**config.mk**
```make
export PLATFORM = sky130hd
export DESIGN_NAME = idx_ea_unit
export DESIGN_NICKNAME = d
export VERILOG_FILES = /design/src/rtl/idx_ea_unit.sv
export SDC_FILE = /design/constraint.sdc
export NUM_CORES = 1
export LEC_CHECK = 0
export BUFFER_PORTS_ARGS = -buffer_cell sky130_fd_sc_hd__buf_2
export CAP_MARGIN = 30
export CORE_MARGIN = 4
export CORE_UTILIZATION = 30
export DETAILED_ROUTE_END_ITERATION = 8
export SLEW_MARGIN = 10
export SYNTH_ARGS = -nofsm -noshare
export SYNTH_HDL_FRONTEND = slang
export SYNTH_SLANG_ARGS = --single-unit
```
**constraint.sdc**
```tcl
create_clock -name clk -period 5.8 [get_ports clk]
set_input_delay 0.87 -clock clk [delete_from_list [all_inputs] [get_ports clk]]
set_output_delay 0.87 -clock clk [all_outputs]
set_load 0.005 [all_outputs]
```
**src/rtl/idx_ea_unit.sv**
```systemverilog
module idx_ea_unit #(
  parameter int CYC_W = 4
) (
  input  logic             clk,
  input  logic             rst_n,
  input  logic             start,
  input  logic [1:0]       mode,
  input  logic             byte_valid,
  input  logic [7:0]       byte_data,
  output logic             byte_ready,
  output logic             mem_req,
  output logic [15:0]      mem_addr,
  input  logic             mem_ack,
  input  logic [15:0]      mem_rdata,
  input  logic [15:0]      idx_x,
  input  logic [15:0]      idx_y,
  input  logic [15:0]      idx_u,
  input  logic [15:0]      idx_s,
  input  logic [7:0]       acc_a,
  input  logic [7:0]       acc_b,
  input  logic [7:0]       dpage,
  input  logic [15:0]      pc_in,
  output logic             done,
  output logic [15:0]      ea,
  output logic [CYC_W-1:0] xtra,
  output logic             illegal,
  output logic             wb_en,
  output logic [1:0]       wb_sel,
  output logic [15:0]      wb_val
);

  localparam logic [1:0] M_PAGE = 2'b00, M_ABS = 2'b01, M_IDX = 2'b10;

  typedef enum logic [2:0] {S_IDLE, S_PB, S_OPND, S_CALC, S_IND, S_FIN} st_t;

  st_t             st;
  logic [1:0]      mode_q, rem_q;
  logic [7:0]      pb_q;
  logic [15:0]     opnd_q, pc_q, ea_q, ptr_q, wbv_q;
  logic            ill_q, wbe_q;
  logic [CYC_W-1:0] xtra_q;

  logic [15:0]     base, c_ea, c_wbv;
  logic            c_wbe;
  logic [CYC_W-1:0] c_cyc;

  function automatic logic form_ok(input logic [7:0] p);
    if (!p[7]) return 1'b1;
    case (p[3:0])
      4'b0111, 4'b1010, 4'b1110, 4'b1111: return 1'b0;
      4'b0000, 4'b0010:                   return !p[4];
      default:                            return 1'b1;
    endcase
  endfunction

  function automatic logic [1:0] form_len(input logic [7:0] p);
    if (!p[7]) return 2'd0;
    case (p[3:0])
      4'b1000, 4'b1100: return 2'd1;
      4'b1001, 4'b1101: return 2'd2;
      default:          return 2'd0;
    endcase
  endfunction

  assign byte_ready = (st == S_PB) || (st == S_OPND);
  assign mem_req    = (st == S_IND);
  assign mem_addr   = ptr_q;
  assign done       = (st == S_FIN);
  assign ea         = ea_q;
  assign xtra       = xtra_q;
  assign illegal    = ill_q;
  assign wb_en      = done && wbe_q;
  assign wb_sel     = pb_q[6:5];
  assign wb_val     = wbv_q;

  always_comb begin
    case (pb_q[6:5])
      2'b00:   base = idx_x;
      2'b01:   base = idx_y;
      2'b10:   base = idx_u;
      default: base = idx_s;
    endcase
  end

  always_comb begin
    c_ea  = base;
    c_wbv = base;
    c_wbe = 1'b0;
    c_cyc = '0;
    if (mode_q == M_PAGE) begin
      c_ea = {dpage, opnd_q[7:0]};
    end else if (mode_q == M_ABS) begin
      c_ea = opnd_q;
    end else if (!pb_q[7]) begin
      c_ea  = base + {{11{pb_q[4]}}, pb_q[4:0]};
      c_cyc = CYC_W'(1);
    end else begin
      case (pb_q[3:0])
        4'b0000: begin c_wbe = 1'b1; c_wbv = base + 16'd1; c_cyc = CYC_W'(2); end
        4'b0001: begin c_wbe = 1'b1; c_wbv = base + 16'd2; c_cyc = CYC_W'(3); end
        4'b0010: begin c_wbe = 1'b1; c_ea = base - 16'd1; c_wbv = base - 16'd1; c_cyc = CYC_W'(2); end
        4'b0011: begin c_wbe = 1'b1; c_ea = base - 16'd2; c_wbv = base - 16'd2; c_cyc = CYC_W'(3); end
        4'b0101: begin c_ea = base + {{8{acc_b[7]}}, acc_b}; c_cyc = CYC_W'(1); end
        4'b0110: begin c_ea = base + {{8{acc_a[7]}}, acc_a}; c_cyc = CYC_W'(1); end
        4'b1000: begin c_ea = base + {{8{opnd_q[7]}}, opnd_q[7:0]}; c_cyc = CYC_W'(1); end
        4'b1001: begin c_ea = base + opnd_q; c_cyc = CYC_W'(4); end
        4'b1011: begin c_ea = base + {acc_a, acc_b}; c_cyc = CYC_W'(4); end
        4'b1100: begin c_ea = pc_q + {{8{opnd_q[7]}}, opnd_q[7:0]}; c_cyc = CYC_W'(1); end
        4'b1101: begin c_ea = pc_q + opnd_q; c_cyc = CYC_W'(1); end
        default: ;
      endcase
      if (pb_q[4]) c_cyc = c_cyc + CYC_W'(3);
    end
  end

  always_ff @(posedge clk or negedge rst_n) begin
    if (!rst_n) begin
      st     <= S_IDLE;
      mode_q <= '0;
      rem_q  <= '0;
      pb_q   <= '0;
      opnd_q <= '0;
      pc_q   <= '0;
      ea_q   <= '0;
      ptr_q  <= '0;
      wbv_q  <= '0;
      ill_q  <= 1'b0;
      wbe_q  <= 1'b0;
      xtra_q <= '0;
    end else begin
      case (st)
        S_IDLE: if (start) begin
          mode_q <= mode;
          pc_q   <= pc_in;
          ill_q  <= 1'b0;
          wbe_q  <= 1'b0;
          case (mode)
            M_PAGE: begin rem_q <= 2'd1; st <= S_OPND; end
            M_ABS:  begin rem_q <= 2'd2; st <= S_OPND; end
            M_IDX:  st <= S_PB;
            default: begin ill_q <= 1'b1; ea_q <= '1; xtra_q <= '0; st <= S_FIN; end
          endcase
        end
        S_PB: if (byte_valid) begin
          pb_q <= byte_data;
          pc_q <= pc_q + 16'd1;
          if (!form_ok(byte_data)) begin
            ill_q  <= 1'b1;
            ea_q   <= '1;
            xtra_q <= '0;
            st     <= S_FIN;
          end else if (form_len(byte_data) == 2'd0) begin
            st <= S_CALC;
          end else begin
            rem_q <= form_len(byte_data);
            st    <= S_OPND;
          end
        end
        S_OPND: if (byte_valid) begin
          opnd_q <= {opnd_q[7:0], byte_data};
          pc_q   <= pc_q + 16'd1;
          rem_q  <= rem_q - 2'd1;
          if (rem_q == 2'd1) st <= S_CALC;
        end
        S_CALC: begin
          xtra_q <= c_cyc;
          wbe_q  <= c_wbe;
          wbv_q  <= c_wbv;
          if (mode_q == M_IDX && pb_q[7] && pb_q[4]) begin
            ptr_q <= c_ea;
            st    <= S_IND;
          end else begin
            ea_q <= c_ea;
            st   <= S_FIN;
          end
        end
        S_IND: if (mem_ack) begin
          ea_q <= mem_rdata;
          st   <= S_FIN;
        end
        default: st <= S_IDLE;
      endcase
    end
  end

  a_r10_done_pulse: assert property (@(posedge clk) disable iff (!rst_n)
    done |=> !done);
  a_r10_wb_with_done: assert property (@(posedge clk) disable iff (!rst_n)
    wb_en |-> done);
  a_r9_illegal_quiet: assert property (@(posedge clk) disable iff (!rst_n)
    (done && illegal) |-> (!wb_en && ea == 16'hFFFF));
  a_r8_req_held: assert property (@(posedge clk) disable iff (!rst_n)
    (mem_req && !mem_ack) |=> (mem_req && $stable(mem_addr)));
  a_r11_ready_exclusive: assert property (@(posedge clk) disable iff (!rst_n)
    byte_ready |-> (!mem_req && !done));
  a_r4_cost_bound: assert property (@(posedge clk) disable iff (!rst_n)
    done |-> (xtra <= CYC_W'(7)));

endmodule

```
# Word level (Yosys, flattened, before mapping)
# Cells that the tools add are included.
# word_totals
regBits	101
output_inout_bits	59
# op_classes
addsub	15
n_eq_ne	43
mux	82
reduce_logical	41
# ops
cell	count
16-bit two-way mux	14
16-bit case mux with 9 select lines	1
16-bit adder	8
16-bit case mux with 4 select lines	2
4-bit equality test (second input constant)	12
16-bit case mux with 3 select lines	1
4-bit two-way mux	11
16-bit by 1-bit adder with 16-bit output (second input constant)	2
16-bit case mux with 2 select lines	1
1-bit two-way mux	25
2-bit two-way mux	11
3-bit two-way mux	6
16-bit by 2-bit adder with 16-bit output (second input constant)	1
2-bit OR reduction	8
16-bit by 1-bit subtractor with 16-bit output (second input constant)	1
16-bit by 2-bit subtractor with 16-bit output (second input constant)	1
3-bit case mux with 5 select lines	1
2-bit != test (second input constant)	7
7-bit AND reduction	2
4-bit by 2-bit equality test with 1-bit output (second input constant)	3
4-bit by 3-bit equality test with 1-bit output (second input constant)	3
3-bit case mux with 4 select lines	1
4-bit case mux with 3 select lines	1
2-bit AND reduction	5
29 further kinds	53

# Logic depth before layout (Yosys ltp)
# depth
ltp_word	23
mapped_depth	19
mapped_depth_nobuf	16

# Worst setup path before layout
# Ideal clock, no wire load.
# synth_path
kind	reg-to-reg
startpoint	reg pb_q[0]
endpoint	reg ea_q[15], in the netlist ea[15]
arrival_time_ns	4.511
path_slack_ns	1.189
stages_incl_launch_ff	15
synth_period_minus_slack_ns	4.611
path_cell_list	dfrtp_1 > buf_1 > clkbuf_1 > nor4b_1 > mux2_2 > ha_1 > and3_1 > and3_1 > a2111o_1 > a221oi_1 > o21ai_0 > xnor2_1 > o2111ai_1 > o22ai_2 > a311oi_1
# synth_between
elab_chain_cells	7
# synth_rtl
element	line_no	rtl
start: declaration	38	logic [7:0] pb_q;
start signal: assignment	145	pb_q <= byte_data;
branches (longest 2 deep; another with 16-bit adder)	-	
16-bit two-way mux (*)	94	end else if (!pb_q[7]) begin
16-bit two-way mux (*)	92	end else if (mode_q == M_ABS) begin
16-bit two-way mux (*)	90	if (mode_q == M_PAGE) begin
16-bit two-way mux (*)	169	if (mode_q == M_IDX && pb_q[7] && pb_q[4]) begin
16-bit case mux with 4 select lines (*)	131	case (st)
end signal: assignment	178	ea_q <= mem_rdata;
end: declaration	39	logic [15:0] opnd_q, pc_q, ea_q, ptr_q, wbv_q;
# Every way passes the cells marked *. The select of a mux whose other input is x is not followed.
# A chain may end at the register's enable or synchronous reset.

# Worst setup path in the final report
# layout_path
startpoint	reg pb_q[1]
endpoint	reg ea_q[15], in the netlist ea[15]
# The elaborated chain is that of the path after synthesis.

==> results by group <==
Layout
  • Ant. Diodes: 0
  • Most frequent cells in the layout: buf_2, nand2_1, o21ai_0
  • Most common cell after layout, fill and taps aside: buf_2
  • Share of post-route cells with drive strength above 1: 22.3%
  • Nets: 1631
  • Area Growth Syn to Fin: 16.8%

STA
  • Final WS setup: 0.739 ns
  • RSZ-0062 raised after global routing: no
  • Worst-Margin Slew: 0.879 ns
  • # setup viols final: 0
  • Clk_skew: 0.0184 ns
  • Minimum clock period: 5.06 ns
  • Final hold violations: 0
  • Final Cycle Share: 87.3%
  • Max-slew violations: 0
  • Max-slew headroom: 41.2%
  • Fmax achieved: 198 MHz
  • Setup TNS: 0 ns

Synthesis
  • Mapped Avg Cell Area: 8.12 um2
  • Area share of the largest cell type after synthesis: 24.7%
  • Main synth FF type: dfrtp_1
  • Synth area leader: dfrtp_1
  • Mapped Area: 10200 um2
  • XOR/XNOR Fraction of Synth Area: 5.57%
  • Post-Synth Adder-Cell Area: 10.1%
  • Yosys cell types: 77
  • Syn. warnings: 0
  • Ranking of synthesized cells by area: dfrtp_1, ha_1, mux2_2
  • Sequential area share after synthesis: 24.7%
  • Synth Register Bits: 101
  • Post-synth EDFFs: 0
  • FFs w/ async S/R, synth: 100%
  • Synth Area in Simple Gates: 17.9%
  • Multiplexer area fraction after synthesis: 11.6%
  • Syn_nets: 1473
  • Post-Syn Instances: 1258
  • Largest family of logic cells by synthesized area: compound AO/OA/AOI/OAI gates
  • Compound-gate portion of the synthesized area: 26.1%

Clock network
  • TritonCTS Buffers: 9
  • Post-CTS setup buffer count: 0
  • Clk buf depth: 2
  • H-Tree Depth: 3
  • Worst-Skew Late Latency: 0.37 ns
  • Clk slew on worst S/H paths: 0.09 ns
  • CTS tree: yes
  • Cts-stage hold buffer count: 0
  • CTS sink count: 101
  • Clock root cell: clkbuf_16
  • Cells resized by post-CTS repair: 0

Pwr
  • Net load switching power: 4.85 mW
  • Sw frac: 55.1%
  • Final Power: 8.79 mW
  • Max rail drop VDD: 0.217 mV
  • LEAKAGE: 5.07 nW
  • Internal: 3.94 mW
  • Power per Cell Area: 737 nW/um2
  • Clock network fraction of design power: 6.9%
  • Logic gate share of total power: 75.6%
  • Seq pwr share: 17.4%

Die
  • Core ar.: 33500 um2
  • Die Width: 193 um
  • Die area: 37100 um2
  • Rows: 67
  • Initial core utilization: 30.5%
  • Die H: 193 um
  • Top Ports: 194

Route
  • DRC errors left: 0
  • Antenna viol nets, final: 0
  • Drt via density: 5.73
  • Routed WL: 40.2 mm
  • Vias: 10.7k
  • DR WL/cell: 21.5 um
  • 1st-iter DRT viols: 945
  • TritonRoute pass-1 iters: 5

Critical path
  • Critical path type: flop to flop
  • Worst Setup EP: ea[15]
  • R2r worst-path depth: 14
  • Reg2Reg Setup Slack: 0.74 ns
  • Worst Setup Start Kind: flop
  • Worst Setup SP: pb_q[1]
  • Critical path arrival: 5.29 ns
  • Worst-path fanout max: 17
  • Reg-to-Reg Start: pb_q[1]
  • Worst r2r dst: ea[15]
  • CP Capture Type: flop
  • Required @ worst endpoint: 6.03 ns

Place
  • Placement Setup Slack: 0.929 ns
  • RePlAce Congestion: 1.02
  • DP HPWL: 31.7 mm
  • IO buf count: 193

Global routing
  • GRT Overall Usage: 21.0%
  • Largest net degree at the start of global routing: 55
  • GRT overflow: 0
  • Vias in the first global route: 10.1k
  • Initial antenna violation count: 1
  • Global-route wire length before repair: 59.9 mm

Worst hold path
  • Hold Startpoint: mem_addr[4]
  • Worst Hold Class: flop to flop

Status
  • Run status: finished, final reports clean

Run
  • Max-cap violation count: 0
[Yosys cell counts, types with 9 or more instances]
cell type	n
nor2_1	88
nand2_1	150
nand3_1	30
inv_1	29
nor3_1	27
a211oi_1	11
nand4_1	10
xor2_1	27
nand2b_1	10
o211ai_1	11
o21a_1	15
a21oi_1	115
mux4_2	9
ha_1	76
and3_1	15
mux2i_1	19
o21ai_0	123
a21o_1	17
a31oi_1	22
or3_1	11
mux2_2	61
dfrtp_1	101
and2_1	10
o22ai_1	21
clkbuf_1	57
xnor2_1	38
nor2b_1	11
[metal layers]
layer / global-route usage [%] / part of all wire, % / vias up
met2: 34.0 / 46 / 459
met1: 29.0 / 44 / 5162
met5: 0 / 0.020 / -
li1: - / - / 5020
met4: 6.75 / 3.0 / 2
met3: 2.84 / 7.1 / 64
[worst max-delay path, stage by stage, from the launching register on]
cell and delay (ns):
dfrtp_1 0.72, clkinv_1 0.46, nor4b_2 0.36, buf_4 0.22, mux2_2 0.40, ha_1 0.33
a211oi_1 0.28, nor2_1 0.15, a2111o_1 0.41, a221oi_1 0.42, o21ai_0 0.20, xnor2_1 0.43
o2111ai_1 0.19, o22ai_2 0.23, a311oi_1 0.12
[how the worst min path moves through the flow]
| stage | end | slack [ns] | cells past startpoint |
|---|---|---|---|
| finish | mem_addr[4] | 0.48 | 2 |
| global route | mem_addr[1] | 0.51 | 2 |
| CTS | ea[8] | 0.48 | 2 |
| detailed placement | mem_addr[13] | 0.46 | 2 |
| global placement | ea[8] | 0.46 | 2 |
| floorplan | wbe_q | 0.44 | 2 |
[logic make-up after synthesis]
| kind of cell | after synthesis |
|---|---|
| AOI/OAI and AO/OA | 428 |
| xor gates and xnor gates | 65 |
| adders and majority gates | 80 |
| buffers and inverters | 100 |
| DFF | 101 |
| muxes | 93 |
| and+or+nand+nor | 391 |
[power by group through the flow]
stage / Combinational [mW] / Sequential (mW) / Clock [mW]
after floorplan: 4.73 / 1.28 / 0
after global placement: 6.44 / 1.53 / 0
after detailed placement: 6.50 / 1.54 / 0
after CTS: 6.53 / 1.53 / 0.628
after global routing: 7.27 / 1.58 / 0.652
final: 6.65 / 1.53 / 0.611
[flip-flops by register name (all words and copies together) (netlist names)]
name	flops
rem_q	2
xtra	4
pc_q	16
illegal	1
wb_val	16
st	3
opnd_q	16
wbe_q	1
mem_addr	16
mode_q	2
ea	16
pb_q	8
[per-stage QoR]
stage | cell area (um2) | cells | hold slack [ns] | utilization (%)
6_report | 11900 | 1869 | 0.476 | 35.6
4_1_cts | 11900 | 1866 | 0.482 | 35.5
3_3_place_gp | 11600 | 1850 | 0.455 | 34.6
3_5_place_dp | 11600 | 1850 | 0.465 | 34.6
2_1_floorplan | 10200 | 1258 | 0.442 | -
5_1_grt | 11900 | 1869 | 0.505 | 35.6
[cell type report]
cell class | count | area [um2]
Sequential cell | 101 | 2530
Fill cell | 3581 | 21600
Multi-Input combinational cell | 1057 | 7290
Clock buffer | 9 | 225
Tap cell | 448 | 561
Inverter | 32 | 120
Clock inverter | 7 | 60.1
Timing Repair Buffer | 215 | 1140
(Power assumes the default switching activity.)
